**src/rtl/exc_cls_pkg.sv**
```systemverilog
package exc_cls_pkg;

    localparam int INSN_W     = 16;
    localparam int TRAP_NUM_W = 4;

    // fixed vector numbers of the non-trap causes
    localparam int VEC_ILLEGAL = 4;
    localparam int VEC_DIVZERO = 5;
    localparam int VEC_BOUND   = 6;
    localparam int VEC_OVFTRAP = 7;
    localparam int VEC_PRIV    = 8;
    localparam int VEC_EMU_A   = 10;
    localparam int VEC_EMU_F   = 11;

    localparam logic [3:0]  EMU_A_NIB    = 4'hA;
    localparam logic [3:0]  EMU_F_NIB    = 4'hF;
    localparam logic [11:0] TRAP_PREFIX  = 12'h4E4;
    localparam logic [15:0] OVFTRAP_WORD = 16'h4E76;

    localparam int N_ILLEGAL = 3;
    localparam logic [15:0] ILLEGAL_WORDS [N_ILLEGAL] = '{16'h4AFA, 16'h4AFB, 16'h4AFC};

    localparam int N_PRIV = 3;
    localparam logic [15:0] PRIV_WORDS [N_PRIV] = '{16'h4E70, 16'h4E72, 16'h4E73};

    typedef struct packed {
        logic emu_a;
        logic emu_f;
        logic illegal;
        logic priv;
        logic trap;
        logic ovftrap;
    } op_hits_t;

    typedef enum logic [3:0] {
        CAUSE_NONE,
        CAUSE_EMU_A,
        CAUSE_EMU_F,
        CAUSE_ILLEGAL,
        CAUSE_PRIV,
        CAUSE_TRAP,
        CAUSE_OVFTRAP,
        CAUSE_DIVZERO,
        CAUSE_BOUND
    } cause_e;

    // vector of a fixed-number cause; traps are handled by the caller
    function automatic int fixed_vector(cause_e c);
        case (c)
            CAUSE_EMU_A:   return VEC_EMU_A;
            CAUSE_EMU_F:   return VEC_EMU_F;
            CAUSE_ILLEGAL: return VEC_ILLEGAL;
            CAUSE_PRIV:    return VEC_PRIV;
            CAUSE_OVFTRAP: return VEC_OVFTRAP;
            CAUSE_DIVZERO: return VEC_DIVZERO;
            CAUSE_BOUND:   return VEC_BOUND;
            default:       return 0;
        endcase
    endfunction

endpackage

```
**src/rtl/exc_op_match.sv**
```systemverilog
module exc_op_match
    import exc_cls_pkg::*;
(
    input  logic [INSN_W-1:0]     insn,
    output op_hits_t              hits,
    output logic [TRAP_NUM_W-1:0] trap_num
);

    logic [N_ILLEGAL-1:0] ill_eq;
    logic [N_PRIV-1:0]    priv_eq;

    for (genvar g = 0; g < N_ILLEGAL; g++) begin : g_ill
        assign ill_eq[g] = (insn == ILLEGAL_WORDS[g]);
    end

    for (genvar g = 0; g < N_PRIV; g++) begin : g_priv
        assign priv_eq[g] = (insn == PRIV_WORDS[g]);
    end

    always_comb begin
        hits.emu_a   = (insn[INSN_W-1 -: 4] == EMU_A_NIB);
        hits.emu_f   = (insn[INSN_W-1 -: 4] == EMU_F_NIB);
        hits.illegal = |ill_eq;
        hits.priv    = |priv_eq;
        hits.trap    = (insn[INSN_W-1:TRAP_NUM_W] == TRAP_PREFIX);
        hits.ovftrap = (insn == OVFTRAP_WORD);
    end

    assign trap_num = insn[TRAP_NUM_W-1:0];

endmodule

```
**src/rtl/exc_prio_sel.sv**
```systemverilog
module exc_prio_sel
    import exc_cls_pkg::*;
(
    input  op_hits_t hits,
    input  logic     supervisor,
    input  logic     ovf_flag,
    input  logic     div_zero,
    input  logic     bound_fail,
    output cause_e   cause
);

    always_comb begin
        if (hits.emu_a)                   cause = CAUSE_EMU_A;
        else if (hits.emu_f)              cause = CAUSE_EMU_F;
        else if (hits.illegal)            cause = CAUSE_ILLEGAL;
        else if (hits.priv && !supervisor) cause = CAUSE_PRIV;
        else if (hits.trap)               cause = CAUSE_TRAP;
        else if (hits.ovftrap && ovf_flag) cause = CAUSE_OVFTRAP;
        else if (div_zero)                cause = CAUSE_DIVZERO;
        else if (bound_fail)              cause = CAUSE_BOUND;
        else                              cause = CAUSE_NONE;
    end

endmodule

```
**src/rtl/exc_vec_map.sv**
```systemverilog
module exc_vec_map
    import exc_cls_pkg::*;
#(
    parameter int VEC_W     = 8,
    parameter int TRAP_BASE = 32
) (
    input  cause_e                cause,
    input  logic [TRAP_NUM_W-1:0] trap_num,
    output logic                  hit,
    output logic [VEC_W-1:0]      vector
);

    localparam logic [VEC_W-1:0] TRAP_BASE_V = VEC_W'(TRAP_BASE);

    always_comb begin
        hit = (cause != CAUSE_NONE);
        if (cause == CAUSE_TRAP)
            vector = TRAP_BASE_V + VEC_W'(trap_num);
        else
            vector = VEC_W'(fixed_vector(cause));
    end

endmodule

```
**src/rtl/exc_classifier.sv**
```systemverilog
module exc_classifier
    import exc_cls_pkg::*;
#(
    parameter int VEC_W     = 8,
    parameter int TRAP_BASE = 32
) (
    input  logic              clk,
    input  logic              rst,
    input  logic              dec_valid,
    input  logic [15:0]       insn,
    input  logic              supervisor,
    input  logic              ovf_flag,
    input  logic              div_zero,
    input  logic              bound_fail,
    output logic              exc_valid,
    output logic [VEC_W-1:0]  exc_vector
);

    op_hits_t              hits;
    logic [TRAP_NUM_W-1:0] trap_num;
    cause_e                cause;
    logic                  nxt_hit;
    logic [VEC_W-1:0]      nxt_vec;

    exc_op_match u_match (
        .insn     (insn),
        .hits     (hits),
        .trap_num (trap_num)
    );

    exc_prio_sel u_prio (
        .hits       (hits),
        .supervisor (supervisor),
        .ovf_flag   (ovf_flag),
        .div_zero   (div_zero),
        .bound_fail (bound_fail),
        .cause      (cause)
    );

    exc_vec_map #(.VEC_W(VEC_W), .TRAP_BASE(TRAP_BASE)) u_map (
        .cause    (cause),
        .trap_num (trap_num),
        .hit      (nxt_hit),
        .vector   (nxt_vec)
    );

    always_ff @(posedge clk) begin
        if (rst) begin
            exc_valid  <= 1'b0;
            exc_vector <= '0;
        end else if (dec_valid && nxt_hit) begin
            exc_valid  <= 1'b1;
            exc_vector <= nxt_vec;
        end else begin
            exc_valid  <= 1'b0;
            exc_vector <= '0;
        end
    end

    // ---------------- assertions ----------------
    assert_idle_R2: assert property (@(posedge clk) disable iff (rst)
        !dec_valid |=> (!exc_valid && exc_vector == '0));

    assert_emu_a_R3: assert property (@(posedge clk) disable iff (rst)
        (dec_valid && insn[15:12] == 4'hA) |=> (exc_valid && exc_vector == VEC_W'(10)));

    assert_emu_f_R3: assert property (@(posedge clk) disable iff (rst)
        (dec_valid && insn[15:12] == 4'hF) |=> (exc_valid && exc_vector == VEC_W'(11)));

    assert_priv_user_R5: assert property (@(posedge clk) disable iff (rst)
        (dec_valid && !supervisor && insn == 16'h4E73) |=> (exc_valid && exc_vector == VEC_W'(8)));

    assert_trap_R6: assert property (@(posedge clk) disable iff (rst)
        (dec_valid && insn[15:4] == 12'h4E4)
        |=> (exc_valid && exc_vector == VEC_W'(TRAP_BASE) + VEC_W'($past(insn[3:0]))));

    assert_ovf_clear_R7: assert property (@(posedge clk) disable iff (rst)
        (dec_valid && insn == 16'h4E76 && !ovf_flag && !div_zero && !bound_fail)
        |=> !exc_valid);

    assert_valid_vec_R10: assert property (@(posedge clk) disable iff (rst)
        exc_valid |-> ((exc_vector >= VEC_W'(4) && exc_vector <= VEC_W'(11) && exc_vector != VEC_W'(9))
                       || (exc_vector >= VEC_W'(TRAP_BASE) && exc_vector < VEC_W'(TRAP_BASE + 16))));

    assert_none_zero_R11: assert property (@(posedge clk) disable iff (rst)
        !exc_valid |-> exc_vector == '0);

endmodule

```
**config.mk**
```make
export PLATFORM = sky130hd
export DESIGN_NAME = exc_classifier
export DESIGN_NICKNAME = d
export VERILOG_FILES = /design/src/rtl/exc_cls_pkg.sv /design/src/rtl/exc_op_match.sv /design/src/rtl/exc_prio_sel.sv /design/src/rtl/exc_vec_map.sv /design/src/rtl/exc_classifier.sv
export SDC_FILE = /design/constraint.sdc
export NUM_CORES = 1
export LEC_CHECK = 0
export CORE_MARGIN = 4
export CORE_UTILIZATION = 44
export CTS_CLUSTER_DIAMETER = 40
export CTS_CLUSTER_SIZE = 30
export DETAILED_ROUTE_END_ITERATION = 10
export PLACE_DENSITY = 0.84
export RECOVER_POWER = 25
export SKIP_CTS_REPAIR_TIMING = 1
export SYNTH_ARGS = -nofsm -noshare
export SYNTH_HDL_FRONTEND = slang
export SYNTH_HIERARCHICAL = 1
export SYNTH_SLANG_ARGS = --single-unit
```
**constraint.sdc**
```tcl
create_clock -name clk -period 4.3 [get_ports clk]
set_input_delay 0.86 -clock clk [delete_from_list [all_inputs] [get_ports clk]]
set_output_delay 0.86 -clock clk [all_outputs]
set_load 0.03 [all_outputs]
```
==> reports/metrics.cfg, run 1 <==
[pwr]
p_int_mw = 0.163
powerDensity_mw_per_mm2 = 218
p_switching_mw = 0.0581
pwr-share-seq_pct = 39.7
p_sw_share_pct = 26.2
p_leak_nw = 0.400
p_clk_share_pct = 27.2
combPwrFrac_pct = 33.1
vdd_drop_max_v = 0.000101

[clock_tree]
cts.sinks = 9
clockBufferDepth = 2
cts_tree = yes
cts_max_level = 1
numCtsBuffers = 3
root_buffer = clkbuf_4
clk_pin_slew_ns = 0.05

[critical_path]
worstPathMaxFanout = 11
start_kind = input port
path_buf_inv = 2
crit_top_cell = nor2b_1
cp_data_arrival_time_ns = 3.65
cp.required_ns = 4.49
crit_slowest_cell = clkdlybuf4s50_1
end_kind = register
crit_type = in2reg
crit_chain = clkdlybuf4s50_1, nor4b_4, nand3b_2, a2111oi_2, nor2b_1, nor2b_1, o31ai_1, buf_4, nor2b_1, o21a_1, a2111oi_2, and4b_1
slowest_delay_ns = 0.48
crit_family = simple AND/OR/NAND/NOR gates

[worst_hold_path]
min_to = exc_valid$_SDFF_PP0_
holdPathStages = 2
hp-class = in2reg
holdCritStartpoint = dec_valid

[finish]
synthToLayoutAreaGrowth_pct = 44.4
diodes = 0
final_cell_mix = clkdlybuf4s50_1, dfxtp_1, and4b_1
fin_nets = 133
drive_above_1_share_pct = 12.8
nFillCells = 125
final_area_sq_mm = 0.00102
final_common_cell = clkdlybuf4s50_1

[sta]
period_minus_slack_ns = 3.45
rsz0062_at_grt = false
final_hold_viol_count = 0
fin_setup_tns_ns = 0
post-route-period-util_pct = 80.3
setup_viol = 0
tightest_slew_ns = 0.594
fmax_ghz = 0.289
drv_slew = 0
relSlewSlack_pct = 60.0

[logic_synthesis]
ys_types = 34
yosysWarnings = 6
syn_area_per_cell_sq_um = 8.92
synthCells = 79
syn-cell-area_sq_um = 704
synth-seq-area-share_pct = 25.6
ys_seq_elements = 9

[route]
drt-total-wl_um = 1440
drcViolationCount = 0
ant_nets = 0
vias = 668
wire_per_inst_um = 11.5
dr.pass1.iters = 4
drt_iter0_markers = 13
vias_per_cell = 5.34

[die]
io_pins = 32
start_util_pct = 46.8
die_y_um = 48.0
die_area_sq_mm = 0.00230
core_sq_mm = 0.00151
die_x_um = 48.0
rows = 14

[place]
gp_congestion = 0.731
placed_area_sq_um = 991
port_buffers = 31
post-dp-hpwl_um = 1250

[grt]
grt_pass1_wl_um = 2220
antenna_found_initial = 0
grt_overflow_total = 0
grt_pass1_vias = 562
grt_util_all_layers_pct = 13.1
grt_max_degree = 12

[outcome]
outcome = finished, final reports clean

[run]
maxCapViolations = 0

logic make-up after synthesis:
group                  synth area share (%)
flip-flops                             25.6
buffers and inverters                  12.1
AO/OA/AOI/OAI                          15.3
other                                 0.532
AND/OR/NAND/NOR                        45.3
XOR/XNOR                               1.24
cell type report:
type,instances,area (sq um),share of cell area [%]
inverter,3,11.3,1.11
timing repair buffer,34,333,32.7
sequential,9,180,17.7
multi-input combinational,59,447,43.9
tap,16,20.0,1.97
clock buffer,4,26.3,2.58
power by group through the flow:
stage	combinational, mW	sequential (mW)	clock [mW]
after floorplan	0.0337	0.0978	0
after global placement	0.0722	0.0898	0
after detailed placement	0.0737	0.0899	0
after CTS	0.0739	0.0881	0.0612
after global routing	0.0792	0.0881	0.0667
final	0.0734	0.0879	0.0602
per-stage QoR:
stage	total power, mW	utilization [%]	hold slack [ns]	setup WS (ns)	cells
after CTS	0.223	67.5	1.39	0.846	125
after detailed placement	0.164	65.8	1.64	0.590	121
after global routing	0.234	67.5	1.41	0.607	125
after global placement	0.162	65.8	1.65	0.725	121
final	0.222	67.5	1.39	0.845	125
after floorplan	0.132	-	1.02	1.26	81
worst max-delay path by stage:
stage	start	to	slack [ns]	cells past startpoint
finish	insn[12]	exc_vector[3]$_SDFF_PP0_	0.85	12
floorplan	insn[13]	exc_vector[3]$_SDFF_PP0_	1.26	9
global route	insn[12]	exc_vector[3]$_SDFF_PP0_	0.61	12
global placement	insn[12]	exc_vector[3]$_SDFF_PP0_	0.72	12
detailed placement	insn[12]	exc_vector[3]$_SDFF_PP0_	0.59	12
CTS	insn[12]	exc_vector[3]$_SDFF_PP0_	0.85	12
sequential cells by signal, summed over array words and instances (netlist names):
| register | count |
|---|---|
| exc_vector | 8 |
| exc_valid | 1 |
cells in the mapped netlist, drive strengths merged:
cell      n  area share, %
buf      10             10
dfxtp     9             26
and4b     8             11
nand2     5            2.7
a21oi     4            2.8
nor2b     4            3.6
nor3      4            3.6
inv       3            1.6
nor2      3            1.6
nor3b     3            3.9
nor4      3            2.7
a2111oi   2            4.3
nand4b    2            2.5
o31ai     2            2.1
or3       2            1.8
a211oi    1            1.1
a21o      1            1.2
a22oi     1            1.1
a31oi     1           0.89
and3b     1            1.2
and4      1            1.2
and4bb    1            1.8
conb      1           0.53
nand2b    1           0.89
nand3b    1            1.6
nand4bb   1            1.6
nor4b     1            3.4
o21a      1            1.1
o21ai     1           0.71
xnor2     1            1.2
per-layer routing:
| metal | track usage, % | vias up | wire, um |
|---|---|---|---|
| met4 | 4.84 | 0 | 0 |
| met3 | 1.50 | 0 | 141 |
| li1 | - | 350 | - |
| met1 | 14.4 | 289 | 552 |
| met5 | 0 | - | 0 |
| met2 | 25.1 | 29 | 741 |
(Power assumes the default switching activity.)
==> run 2: changes to the inputs <==
--- a/config.mk
+++ b/config.mk
@@ -6,11 +6,11 @@
 export NUM_CORES = 1
 export LEC_CHECK = 0
 export CORE_MARGIN = 4
-export CORE_UTILIZATION = 44
+export CORE_UTILIZATION = 41
 export CTS_CLUSTER_DIAMETER = 40
 export CTS_CLUSTER_SIZE = 30
 export DETAILED_ROUTE_END_ITERATION = 10
-export PLACE_DENSITY = 0.84
+export PLACE_DENSITY = 0.79
 export RECOVER_POWER = 25
 export SKIP_CTS_REPAIR_TIMING = 1
 export SYNTH_ARGS = -nofsm -noshare
==> constraint.sdc (replaced) <==
create_clock -name clk -period 3.4 [get_ports clk]
set_input_delay 0.68 -clock clk [delete_from_list [all_inputs] [get_ports clk]]
set_output_delay 0.68 -clock clk [all_outputs]
set_load 0.03 [all_outputs]
==> run 2 against run 1 <==
Against the previous run: sequential share of layout area down 0.26 points; non-clock buffer count up 2; setup slack worse by 0.60 ns; critical endpoint unchanged; clock power up 25%; critical path depth down 1; worst hold slack worse by 0.19 ns; core utilization down 1.3 points; largest cell class unchanged.
==> reports/metrics.cfg, run 2 (same netlist as run 1, synthesis figures left out) <==
[route]
drt_iter0_markers = 7
vias = 684
wire_per_inst_um = 12.0
ant_nets = 0
dr.pass1.iters = 4
drcViolationCount = 0
drt-total-wl_um = 1530
vias_per_cell = 5.39

[die]
start_util_pct = 45.2
io_pins = 32
die_area_sq_mm = 0.00245
die_y_um = 49.5
die_x_um = 49.5
core_sq_mm = 0.00156
rows = 14

[clock_tree]
cts_tree = yes
root_buffer = clkbuf_4
cts_max_level = 1
clk_pin_slew_ns = 0.05
clockBufferDepth = 2
numCtsBuffers = 3
cts.sinks = 9

[sta]
setup_viol = 0
post-route-period-util_pct = 92.9
period_minus_slack_ns = 3.16
final_hold_viol_count = 0
fin_ws_ns = 0.240
worst_hold_slack_ns = 1.21
fmax_ghz = 0.317
drv_slew = 0
rsz0062_at_grt = false

[pwr]
p_sw_share_pct = 26.2
vdd_drop_max_v = 0.000116
p_switching_mw = 0.0736
p_clk_share_pct = 26.8
p_leak_nw = 0.411
combPwrFrac_pct = 33.4
pwr-share-seq_pct = 39.8
powerDensity_mw_per_mm2 = 272
p_int_mw = 0.207

[finish]
largest_register_ffs = 8
synthToLayoutAreaGrowth_pct = 46.5
fin_nets = 135
final_cell_mix = clkdlybuf4s50_1, dfxtp_1, and4b_1
regMostFlops = exc_vector
final_common_cell = clkdlybuf4s50_1
reg.largest.list = exc_vector: 8 flops, exc_valid: 1 flops
stdcell_count = 127
final_area_sq_mm = 0.00103
diodes = 0
drive_above_1_share_pct = 14.4

[grt]
grt_util_all_layers_pct = 13.0
grt_pass1_vias = 644
grt_pass1_wl_um = 2510
grt_max_degree = 11
grt_overflow_total = 0
antenna_found_initial = 0

[outcome]
outcome = finished, final reports clean

[critical_path]
crit_top_cell = nor2b_1
worstPathMaxFanout = 10
crit_slowest_cell = clkdlybuf4s50_1
cp.required_ns = 3.54
crit_family = simple AND/OR/NAND/NOR gates
crit_chain = clkdlybuf4s50_1, nor4b_4, nand3b_2, a2111oi_2, nor2b_1, nor2b_1, o31ai_1, buf_4, nor3_2, nand2b_1, and4b_1
crit_type = in2reg
end_kind = register
path_buf_inv = 2
cp_data_arrival_time_ns = 3.30
start_kind = input port
slowest_delay_ns = 0.47

[place]
port_buffers = 31
gp_congestion = 0.851
placed_area_sq_mm = 0.00101
dp.cells = 123
place_ws_ns = -0.0184
post-dp-hpwl_um = 1330

[worst_hold_path]
hp-class = in2reg

[run]
maxCapViolations = 0

[run 2: cell types whose count changed in the layout (fill, tap and decap cells not counted)]
cell	previous run	this run
buf_4	3	5
[run 2: per-layer routing]
metal | GRT usage, % | wire length, um | vias to the layer above
met4 | 6.91 | 0 | 0
met2 | 24.6 | 795 | 29
met1 | 13.5 | 622 | 303
li1 | - | - | 352
met3 | 2.41 | 112 | 0
met5 | 0 | 0 | -
[run 2: power by group through the flow]
stage / logic (mW) / registers [mW] / clock network, mW
final: 0.0937 / 0.112 / 0.0753
after global routing: 0.101 / 0.112 / 0.0899
after CTS: 0.0941 / 0.112 / 0.0796
after detailed placement: 0.0940 / 0.114 / 0
after global placement: 0.0923 / 0.114 / 0
after floorplan: 0.0426 / 0.124 / 0
[run 2: stage by stage]
step	utilization, %	TNS [ns]	power (mW)
detailed placement	64.5	-0.0207	0.208
global placement	64.5	0	0.206
CTS	66.2	0	0.285
global route	66.2	0	0.303
finish	66.2	0	0.281
floorplan	-	0	0.166
[run 2: area by class of cell]
cell class | count | area [sq um]
clock buffers | 4 | 26.3
fillers | 137 | 527
inverters | 3 | 11.3
multi-input cells | 59 | 447
flip-flops and latches | 9 | 180
well taps | 16 | 20.0
repair buffers | 36 | 348
[run 2: path summary, 6_finish.rpt]
| check | startpoint | to | slack [ns] | cells past startpoint |
|---|---|---|---|---|
| worst min-delay path | dec_valid | exc_valid$_SDFF_PP0_ | 1.21 | 2 |
| worst max-delay path | insn[12] | exc_vector[3]$_SDFF_PP0_ | 0.24 | 11 |
